## src/rtl/clipwin_pkg.sv

```systemverilog
package clipwin_pkg;

    localparam int DATA_W  = 32;
    localparam int START_W = 16;
    localparam int EXT_W   = DATA_W - START_W;
    localparam int BOUND_W = 18;
    localparam int NUM_AXES = 2;

    localparam logic [BOUND_W-1:0] HI_RESET = {BOUND_W{1'b1}};

    typedef enum logic {
        AXIS_X = 1'b0,
        AXIS_Y = 1'b1
    } axis_e;

    typedef struct packed {
        logic [START_W-1:0] lo;
        logic [BOUND_W-1:0] hi;
    } window_t;

    // Inclusive maximum: start plus sign-extended extent, wrapped to BOUND_W bits
    function automatic logic [BOUND_W-1:0] window_max(
        input logic [START_W-1:0] start,
        input logic [EXT_W-1:0]   extent
    );
        logic [BOUND_W-1:0] s_ext;
        logic [BOUND_W-1:0] e_ext;
        s_ext = {{(BOUND_W-START_W){1'b0}}, start};
        e_ext = {{(BOUND_W-EXT_W){extent[EXT_W-1]}}, extent};
        return s_ext + e_ext;
    endfunction

endpackage

```

## src/rtl/clipwin_decode.sv

```systemverilog
module clipwin_decode
    import clipwin_pkg::*;
(
    input  logic [DATA_W-1:0] word,
    output window_t           win,
    output logic              bad
);
    logic [START_W-1:0] start_f;
    logic [EXT_W-1:0]   extent_f;

    always_comb begin
        start_f  = word[START_W-1:0];
        extent_f = word[DATA_W-1:START_W];
        bad      = start_f[START_W-1];
        win.lo   = start_f;
        win.hi   = window_max(start_f, extent_f);
    end
endmodule

```

## src/rtl/clipwin_axis_reg.sv

```systemverilog
module clipwin_axis_reg
    import clipwin_pkg::*;
(
    input  logic    clk,
    input  logic    rst,
    input  logic    load,
    input  window_t win_in,
    output window_t win_q
);
    always_ff @(posedge clk) begin
        if (rst) begin
            win_q.lo <= '0;
            win_q.hi <= HI_RESET;
        end else if (load) begin
            win_q <= win_in;
        end
    end


    idle_hold_chk: assert property (@(posedge clk) disable iff (rst)
        !load |=> $stable(win_q));


    lo_follow_chk: assert property (@(posedge clk) disable iff (rst)
        load |=> (win_q.lo == $past(win_in.lo)));
endmodule

```

## src/rtl/clipwin_unit.sv

```systemverilog
module clipwin_unit
    import clipwin_pkg::*;
(
    input  logic                clk,
    input  logic                rst,
    input  logic                mth_valid,
    input  logic                axis_sel,
    input  logic [DATA_W-1:0]   mth_data,
    output logic [START_W-1:0]  x_lo,
    output logic [BOUND_W-1:0]  x_hi,
    output logic [START_W-1:0]  y_lo,
    output logic [BOUND_W-1:0]  y_hi,
    output logic                rej_pulse
);
    window_t dec_win;
    logic    dec_bad;
    window_t axis_q [NUM_AXES];
    logic    accept;

    clipwin_decode u_dec (
        .word (mth_data),
        .win  (dec_win),
        .bad  (dec_bad)
    );

    assign accept = mth_valid && !dec_bad;

    for (genvar a = 0; a < NUM_AXES; a++) begin : g_axis
        logic sel_hit;
        assign sel_hit = (axis_sel == a[0]);
        clipwin_axis_reg u_reg (
            .clk    (clk),
            .rst    (rst),
            .load   (accept && sel_hit),
            .win_in (dec_win),
            .win_q  (axis_q[a])
        );
    end

    always_ff @(posedge clk) begin
        if (rst) rej_pulse <= 1'b0;
        else     rej_pulse <= mth_valid && dec_bad;
    end

    assign x_lo = axis_q[AXIS_X].lo;
    assign x_hi = axis_q[AXIS_X].hi;
    assign y_lo = axis_q[AXIS_Y].lo;
    assign y_hi = axis_q[AXIS_Y].hi;


    reject_flag_chk: assert property (@(posedge clk) disable iff (rst)
        (mth_valid && mth_data[START_W-1]) |=> rej_pulse);


    accept_quiet_chk: assert property (@(posedge clk) disable iff (rst)
        (mth_valid && !mth_data[START_W-1]) |=> !rej_pulse);


    reject_hold_chk: assert property (@(posedge clk) disable iff (rst)
        (mth_valid && mth_data[START_W-1]) |=>
            ($stable(x_lo) && $stable(x_hi) && $stable(y_lo) && $stable(y_hi)));


    x_only_chk: assert property (@(posedge clk) disable iff (rst)
        (mth_valid && !axis_sel) |=> ($stable(y_lo) && $stable(y_hi)));


    y_only_chk: assert property (@(posedge clk) disable iff (rst)
        (mth_valid && axis_sel) |=> ($stable(x_lo) && $stable(x_hi)));


    lo_range_chk: assert property (@(posedge clk) disable iff (rst)
        !x_lo[START_W-1] && !y_lo[START_W-1]);
endmodule

```

## config.mk

```make
export PLATFORM = sky130hd
export DESIGN_NAME = clipwin_unit
export DESIGN_NICKNAME = d
export VERILOG_FILES = /design/src/rtl/clipwin_pkg.sv /design/src/rtl/clipwin_decode.sv /design/src/rtl/clipwin_axis_reg.sv /design/src/rtl/clipwin_unit.sv
export SDC_FILE = /design/constraint.sdc
export NUM_CORES = 1
export LEC_CHECK = 0
export ABC_AREA = 1
export CORE_ASPECT_RATIO = 1.5
export CORE_UTILIZATION = 63
export DETAILED_ROUTE_END_ITERATION = 12
export DONT_BUFFER_PORTS = 1
export PLACE_DENSITY = 0.79
export SYNTH_ARGS = -nofsm -noshare
export SYNTH_HDL_FRONTEND = slang
export SYNTH_SLANG_ARGS = --single-unit
```

## constraint.sdc

```tcl
create_clock -name clk -period 2.38 [get_ports clk]
set_clock_uncertainty 0.05 [all_clocks]
set_input_delay 0.476 -clock clk [delete_from_list [all_inputs] [get_ports clk]]
set_output_delay 0.476 -clock clk [all_outputs]
set_load 0.01 [all_outputs]
```

-- Word-level counts from Yosys, hierarchy flattened
Index checks and enable logic that the tools add are counted.
- bitwise gates (word level): 1
- $add $sub $neg: 1
- reduce and logical (&&, ||, !) cells: 5
- operators by type and width (cell ; count):
    $add 17x16->18 ; 1
    $logic_and 1x1->1 ; 4
    $logic_not 1->1 ; 1
    $not 1->1 ; 1
- output and inout bits: 69
- register bits after elaboration: 69

-- Logic depth before layout (Yosys ltp)
Gate-level depths: netlist of the first run.
- depth in word-level cells: 3
- mapped depth: 13

-- Modules after synthesis
A second synthesis of the first run with hierarchy kept.
- cell total of the unflattened synthesis: 568
- area, all modules: 3792.4 sq um
- by module, submodules not included (module ; seq. area each (sq um) ; area each (sq um) ; instances ; cells each):
    clipwin_axis_reg ; 680.7 ; 1313.8 ; 2 ; 180
    clipwin_decode ; 0.0 ; 1118.6 ; 1 ; 200
    clipwin_unit ; 20.0 ; 46.3 ; 1 ; 8

-- Worst setup path before layout of the first run
No wires, ideal clock.
- path type: input -> register
- start point: input port mth_data[0]
- end point: register g_axis[0].u_reg.win_q[14] in the netlist's numbering
- path slack: 0.449 ns
- data arrival time: 1.766 ns
- stages on the path: 13
- library setup time: 0.115 ns
- data required time: 2.215 ns
- cell sequence: ha_1 -> inv_1 -> fa_1 -> inv_1 -> nand3_1 -> nand2_2 -> nand2_1 -> nand2_2 -> nand3b_1 -> nand2_1 -> nand2_1 -> nand3_1 -> nand2_1
- cells in the longest elaborated chain, start to end: 1
- RTL lines (what ; line ; source):
    from (decl) ; clipwin_unit.sv:8 ; input logic [DATA_W-1:0] mth_data,
    $add 17x16->18 ; clipwin_pkg.sv:30 ; return s_ext + e_ext;
    to (signal assigned) ; clipwin_axis_reg.sv:15 ; win_q <= win_in;
    to (decl) ; clipwin_axis_reg.sv:8 ; output window_t win_q
No other way between the ends.
A chain may end at the register's enable or synchronous reset.

-- Worst setup path in the final report of the first run
Ends and elaborated chain as after synthesis.

==> impl_metrics.py, run 1 <==
metrics = {
    "power": {
        "p_per_area_nw_per_um2": 698,
        "switchingPower_mw": 0.751,
        "static-leakage-power_nw": 1.59,
        "netSwitchingFraction": 0.301,
        "internal-power_mw": 1.75,
        "portion_of_total_power_attributed_to_combinational_logic": 0.152,
        "vdd.ir_drop.worst_mv": 0.429,
        "seqPwrFrac": 0.510,
        "clockPowerShare": 0.337,
    },
    "worst_setup_path": {
        "worstRegToRegCells": 2,
        "critical_path.most_common_cell": "nand2_1",
        "timing.critical_path.from_type": "input pin",
        "endpoint": "g_axis[0].u_reg.win_q[14]$_SDFFE_PP1P_",
        "r2r_setup_slack_ns": 1.59,
        "cp_num_cells": 13,
        "worst-path-buf-inv": 2,
        "worstPathRequired_ns": 2.58,
        "worst_setup_path_type": "in -> reg",
        "timing.critical_path.from": "mth_data[0]",
        "crit_chain": "ha_1, inv_1, fa_1, inv_1, nand3_1, nand2_2, nand2_1, nand2_2, nand3b_1, nand2_1, nand2_1, nand3_1, nand2_1",
        "worst_path_max_delay_cell": "fa_1",
        "critical_path.reg2reg.startpoint": "g_axis[1].u_reg.win_q[24]$_SDFFE_PP0P_",
        "setup.worst_path.end_class": "register",
        "r2r-end": "g_axis[1].u_reg.win_q[24]$_SDFFE_PP0P_",
        "worstPathMaxFanout": 4,
        "critical_path.max_stage_delay_ns": 0.40,
        "worst-endpoint-arrival_ns": 1.98,
        "worst_path_dominant_cell_family": "simple AND/OR/NAND/NOR gates",
    },
    "run_status": {
        "status": "complete, no violations",
    },
    "final_layout": {
        "antenna_cells": 0,
        "fin_area_um2": 3570,
        "fin_cells": 546,
        "syn2layout_area_growth_pct": 5.50,
        "layout-drive-gt1-share": 0.0921,
        "design.final.nets": 527,
    },
    "timing": {
        "tightest_slew_ns": 0.643,
        "totalNegativeSetupSlack_ns": 0,
        "setup_viol": 0,
        "drv_slew": 0,
        "achievable-frequency_ghz": 0.562,
        "slew_headroom": 0.571,
        "min_period_over_period": 0.747,
        "post-route-min-period_ns": 1.78,
        "final.setup.worst_slack_ns": 0.602,
        "rsz0062_at_grt": "no",
        "timing_hold_violations_final": 0,
    },
    "cts": {
        "cts_num_sinks": 69,
        "hold_buffers": 0,
        "ctsRootBufferMaster": "clkbuf_8",
        "worstSkewPairLatency_ns": 0.35,
        "h_tree_lvl_count": 3,
        "clk_pin_slew_ns": 0.07,
        "max_clock_buf_depth": 2,
        "cts_made_buffers": 9,
        "post_cts.resized_instances": 0,
        "post_cts.repair.setup_buffers": 0,
        "tritoncts": "built",
    },
    "synthesis": {
        "total_of_flip_flops_plus_latches_after_synthesis": 69,
        "synth.yosys.seq_area_share": 0.408,
        "synth.yosys.warnings": 0,
        "synth.top_cells.by_count": "nand2_1, dfxtp_1, a21oi_1, nor2_1, nand3_1",
        "synth_enable_flop_cells": 0,
        "post_synth_num_cell_types": 27,
        "post_synth_inst_count": 479,
        "synthMostInstantiatedCell": "nand2_1",
        "netlist.area_leader.share": 0.408,
        "asyncSetResetFlopFracSynth": 0,
        "ys.flop_type": "dfxtp_1",
        "mappedNetlistNets": 533,
        "yosys-top-cells-area": "dfxtp_1, nand2_1, a21oi_1",
        "synth_largest_area_cell": "dfxtp_1",
        "combined_area_of_all_synthesized_cells_um2": 3390,
        "synthesis.area_per_instance_um2": 7.07,
    },
    "drt": {
        "drt-pass1-iter-count": 5,
        "vias": 3019,
        "wl_per_cell_um": 15.0,
        "detail_route.wirelength_um": 8200,
        "ant_nets": 0,
        "starting_drc_count_in_detailed_routing": 170,
        "via_per_inst": 5.53,
        "route.detailed.drc": 0,
    },
    "min_path": {
        "hold_path.startpoint": "rst",
        "timing.hold.worst.class": "in -> reg",
    },
    "die": {
        "dieArea_um2": 5680,
        "ios": 105,
        "floorplan.die.width_um": 61.9,
        "die_height_um": 91.8,
        "placeableCoreArea_um2": 5160,
        "effective_utilization_at_floorplan": 0.656,
        "fp-row-count": 32,
    },
    "global_route": {
        "grt_max_degree": 49,
        "globalRouteTotalUtil": 0.316,
        "grt_antenna_before_repair": 0,
        "grt_first_pass_wirelength_um": 13100,
        "globalRoute.totalOverflow": 0,
        "grt_pass1_vias": 2889,
    },
    "placement": {
        "place_inst": 530,
        "port_buffers": 0,
        "place.gp.congestion": 0.913,
        "place.detailed.hpwl_um": 5920,
        "dpl_cell_area_um2": 3400,
        "preCtsSetupSlack_ns": 0.234,
    },
    "flow_run": {
        "cap_violations": 0,
    },
}
## power groups by stage
stage	combinational [mW]	sequential, mW	clock [mW]
after floorplan	0.316	1.29	0
after global routing	0.433	1.28	0.896
after global placement	0.367	1.30	0
after CTS	0.378	1.28	0.851
final	0.380	1.27	0.842
after detailed placement	0.375	1.30	0
## area by class of cell
type,count,area [µm²]
multi-input combinational,350,1760
timing repair buffer,2,15.0
clock buffer,10,138
inverter,41,154
fill,438,1590
tap,68,85.1
clock inverter,6,38.8
sequential,69,1380
## per-stage QoR
stage          hold slack, ns  utilization  power [mW]
3_5_place_dp            0.446        0.658        1.68
6_report                0.133        0.692        2.50
2_1_floorplan           0.427            -        1.61
5_1_grt                 0.121        0.692        2.61
4_1_cts                 0.123        0.692        2.50
3_3_place_gp            0.443        0.658        1.67
## cell families after synthesis
group,after synthesis,share of synthesized area
AO/OA/AOI/OAI,84,0.127
XOR/XNOR,5,0.0129
adder cells (fa/ha/maj),18,0.0687
buffers and inverters,60,0.0720
flip-flops,69,0.408
AND/OR/NAND/NOR,243,0.312
## layout by cell type (no fill, tap or decap), types with 7 or more instances in the layout
cell type and count:
nand2_1 138, dfxtp_1 69, a21oi_1 59, nor2_1 43
nand3_1 34, inv_1 33, o21ai_0 21, ha_1 17
nand2_2 10, clkbuf_8 10, inv_2 8, nand3b_1 7
## sequential cells by signal, summed over array words and instances (netlist names)
| register | cells |
|---|---|
| rej_pulse | 1 |
| g_axis.u_reg.win_q | 68 |
## worst reg2reg max path: cells and delay by family (launching register included)
family	cells	cell delay (ns)
flops	1	0.41
compound gates	1	0.18
simple gates	1	0.08
## worst min-delay path by stage
stage / end / cells past startpoint
final: g_axis[1].u_reg.win_q[32]$_SDFFE_PP0P_ / 1
after global routing: g_axis[1].u_reg.win_q[22]$_SDFFE_PP0P_ / 1
after global placement: g_axis[1].u_reg.win_q[33]$_SDFFE_PP0P_ / 2
after floorplan: g_axis[1].u_reg.win_q[33]$_SDFFE_PP0P_ / 2
after detailed placement: g_axis[1].u_reg.win_q[33]$_SDFFE_PP0P_ / 2
after CTS: g_axis[1].u_reg.win_q[30]$_SDFFE_PP0P_ / 1
## metal layers
| metal | routed length (µm) | GRT usage |
|---|---|---|
| met2 | 4140 | 0.504 |
| met3 | 600 | 0.0959 |
| met4 | 210 | 0.172 |
| met1 | 3250 | 0.362 |
| met5 | 0 | 0 |
Power figures use the tool's default switching activity.
==> inputs of run 2 (changes only) <==
- CORE_UTILIZATION: 63 -> 57
- PLACE_DENSITY: 0.79 -> 0.75
- clock period: 2.38 -> 1.5 ns (I/O delays scaled with it)
==> run 2 against run 1 <==
Clock power rose by 83%. Non-clock buffer count rose by 31. Global-route usage fell by 0.99 points. Wire length rose by 12%. Largest cell class unchanged. Largest power group unchanged.
==> impl_metrics.py, run 2 (synthesis results as in run 1) <==
metrics = {
    "drt": {
        "ant_nets": 0,
        "wl_per_cell_um": 15.8,
        "detail_route.wirelength_um": 9160,
        "starting_drc_count_in_detailed_routing": 154,
        "vias": 3150,
        "route.detailed.drc": 0,
        "via_per_inst": 5.42,
        "drt-pass1-iter-count": 4,
    },
    "global_route": {
        "globalRoute.totalOverflow": 0,
        "globalRouteTotalUtil": 0.306,
        "grt_pass1_vias": 3056,
        "grt_antenna_before_repair": 0,
        "grt_max_degree": 42,
        "grt_first_pass_wirelength_um": 14200,
        "grtUsageMet1": 0.322,
        "grtUsageMet3": 0.0822,
        "use_met2": 0.551,
        "busiest_layer": "met2",
    },
    "final_layout": {
        "biggestRegsByFlops": "g_axis.u_reg.win_q (68), rej_pulse (1)",
        "largest_register_ff_count": 68,
        "top_register": "g_axis.u_reg.win_q",
        "finalCoreUtilization": 0.677,
        "design.final.nets": 558,
        "syn2layout_area_growth_pct": 15.7,
        "layout.cells.most_common_list": "nand2_1, dfxtp_1, a21oi_1, nor2_1, nand3_1",
        "layout-drive-gt1-share": 0.161,
        "antenna_cells": 0,
        "mostFrequentLayoutCell": "nand2_1",
    },
    "placement": {
        "port_buffers": 0,
        "place.detailed.hpwl_um": 6450,
        "place.gp.congestion": 0.890,
    },
    "timing": {
        "worst_hold_slack_ns": 0.00579,
        "slew_headroom": 0.580,
        "tightest_slew_ns": 0.630,
        "drv_slew": 0,
        "setup_viol": 0,
        "totalNegativeSetupSlack_ns": 0,
        "timing_hold_violations_final": 0,
        "rsz0062_at_grt": "no",
        "post-route-min-period_ns": 1.35,
        "achievable-frequency_ghz": 0.742,
        "min_period_over_period": 0.898,
    },
    "cts": {
        "post_cts.resized_instances": 0,
        "max_clock_buf_depth": 2,
        "cts_num_sinks": 69,
        "worstSkewPairLatency_ns": 0.35,
        "tritoncts": "built",
        "clk_pin_slew_ns": 0.07,
        "ctsRootBufferMaster": "clkbuf_8",
        "cts_made_buffers": 9,
        "h_tree_lvl_count": 3,
    },
    "die": {
        "fp-row-count": 34,
        "die_height_um": 96.4,
        "dieArea_um2": 6260,
        "ios": 105,
        "placeableCoreArea_um2": 5790,
        "effective_utilization_at_floorplan": 0.586,
        "floorplan.die.width_um": 65.0,
    },
    "power": {
        "static-leakage-power_nw": 1.75,
        "p_per_area_nw_per_um2": 1100,
        "vdd.ir_drop.worst_mv": 0.987,
    },
    "run_status": {
        "status": "complete, no violations",
    },
    "worst_setup_path": {
        "setup.worst_path.end_class": "register",
        "worstPathRequired_ns": 1.70,
        "worst_setup_path_type": "in -> reg",
        "timing.critical_path.from_type": "input pin",
        "worst-endpoint-arrival_ns": 1.55,
        "worstPathMaxFanout": 4,
    },
    "flow_run": {
        "cap_violations": 0,
    },
    "min_path": {
        "timing.hold.worst.class": "in -> reg",
    },
}
## run 2: cell types whose count changed in the layout (fill, tap and decap cells not counted), moves of 2 or more
cell | before | now
ha_1 | 17 | 12
dlygate4sd3_1 | 0 | 2
ha_4 | 0 | 4
buf_4 | 2 | 30
clkinv_2 | 3 | 1
inv_2 | 8 | 10
inv_1 | 33 | 31
## run 2: stage by stage
stage | cell area [µm²] | power (mW) | setup slack [ns] | instances
after floorplan | 3450 | 2.57 | -0.133 | 479
after global placement | 3680 | 2.76 | -0.200 | 562
after detailed placement | 3680 | 2.78 | -0.204 | 562
after CTS | 3920 | 4.32 | 0.164 | 581
after global routing | 3920 | 4.51 | 0.0133 | 581
final | 3920 | 4.31 | 0.153 | 581
## run 2: cell type report
cell class                      instances  area [µm²]
Sequential cell                        69        1380
Fill cell                             538        1870
Inverter                               41         154
Tap cell                               72        90.1
Clock buffer                           11         141
Clock inverter                          5        60.1
Multi-Input combinational cell        350        1830
Timing Repair Buffer                   33         265
## run 2: timing repair
item	in CTS	in global routing
hold endpoints to repair	41	0
buffers inserted	0	0
hold buffers	3	0
## run 2: where the power goes
group / switching, mW / internal (mW)
clock: 0.726 / 0.816
combinational: 0.435 / 0.314
sequential: 0.102 / 1.92
total: 1.26 / 3.05
## run 2: worst max-delay path: stages
cell and delay, ns:
ha_4 0.12, inv_2 0.04, fa_2 0.37, inv_2 0.07, nand3_2 0.06, nand2_2 0.08, nand3_2 0.07, nand2_2 0.10
nand2_1 0.08, nand2_1 0.06, nand2_1 0.06, nand3_1 0.08, nand2_1 0.05
## run 2: worst paths after layout
kind	slack (ns)	endpoint	cells after the start	start
max	0.15	g_axis[1].u_reg.win_q[16]$_SDFFE_PP1P_	13	mth_data[0]
max reg2reg	0.70	g_axis[0].u_reg.win_q[32]$_SDFFE_PP0P_	2	g_axis[0].u_reg.win_q[32]$_SDFFE_PP0P_
min reg2reg	0.46	g_axis[0].u_reg.win_q[33]$_SDFFE_PP0P_	2	g_axis[0].u_reg.win_q[33]$_SDFFE_PP0P_
min	0.006	g_axis[0].u_reg.win_q[9]$_SDFFE_PP1P_	2	rst
## run 2: layer usage
metal / part of all wire / vias up
li1: - / 1588
met1: 0.39 / 1427
met2: 0.51 / 111
met3: 0.064 / 24
met4: 0.033 / 0
met5: 0 / -
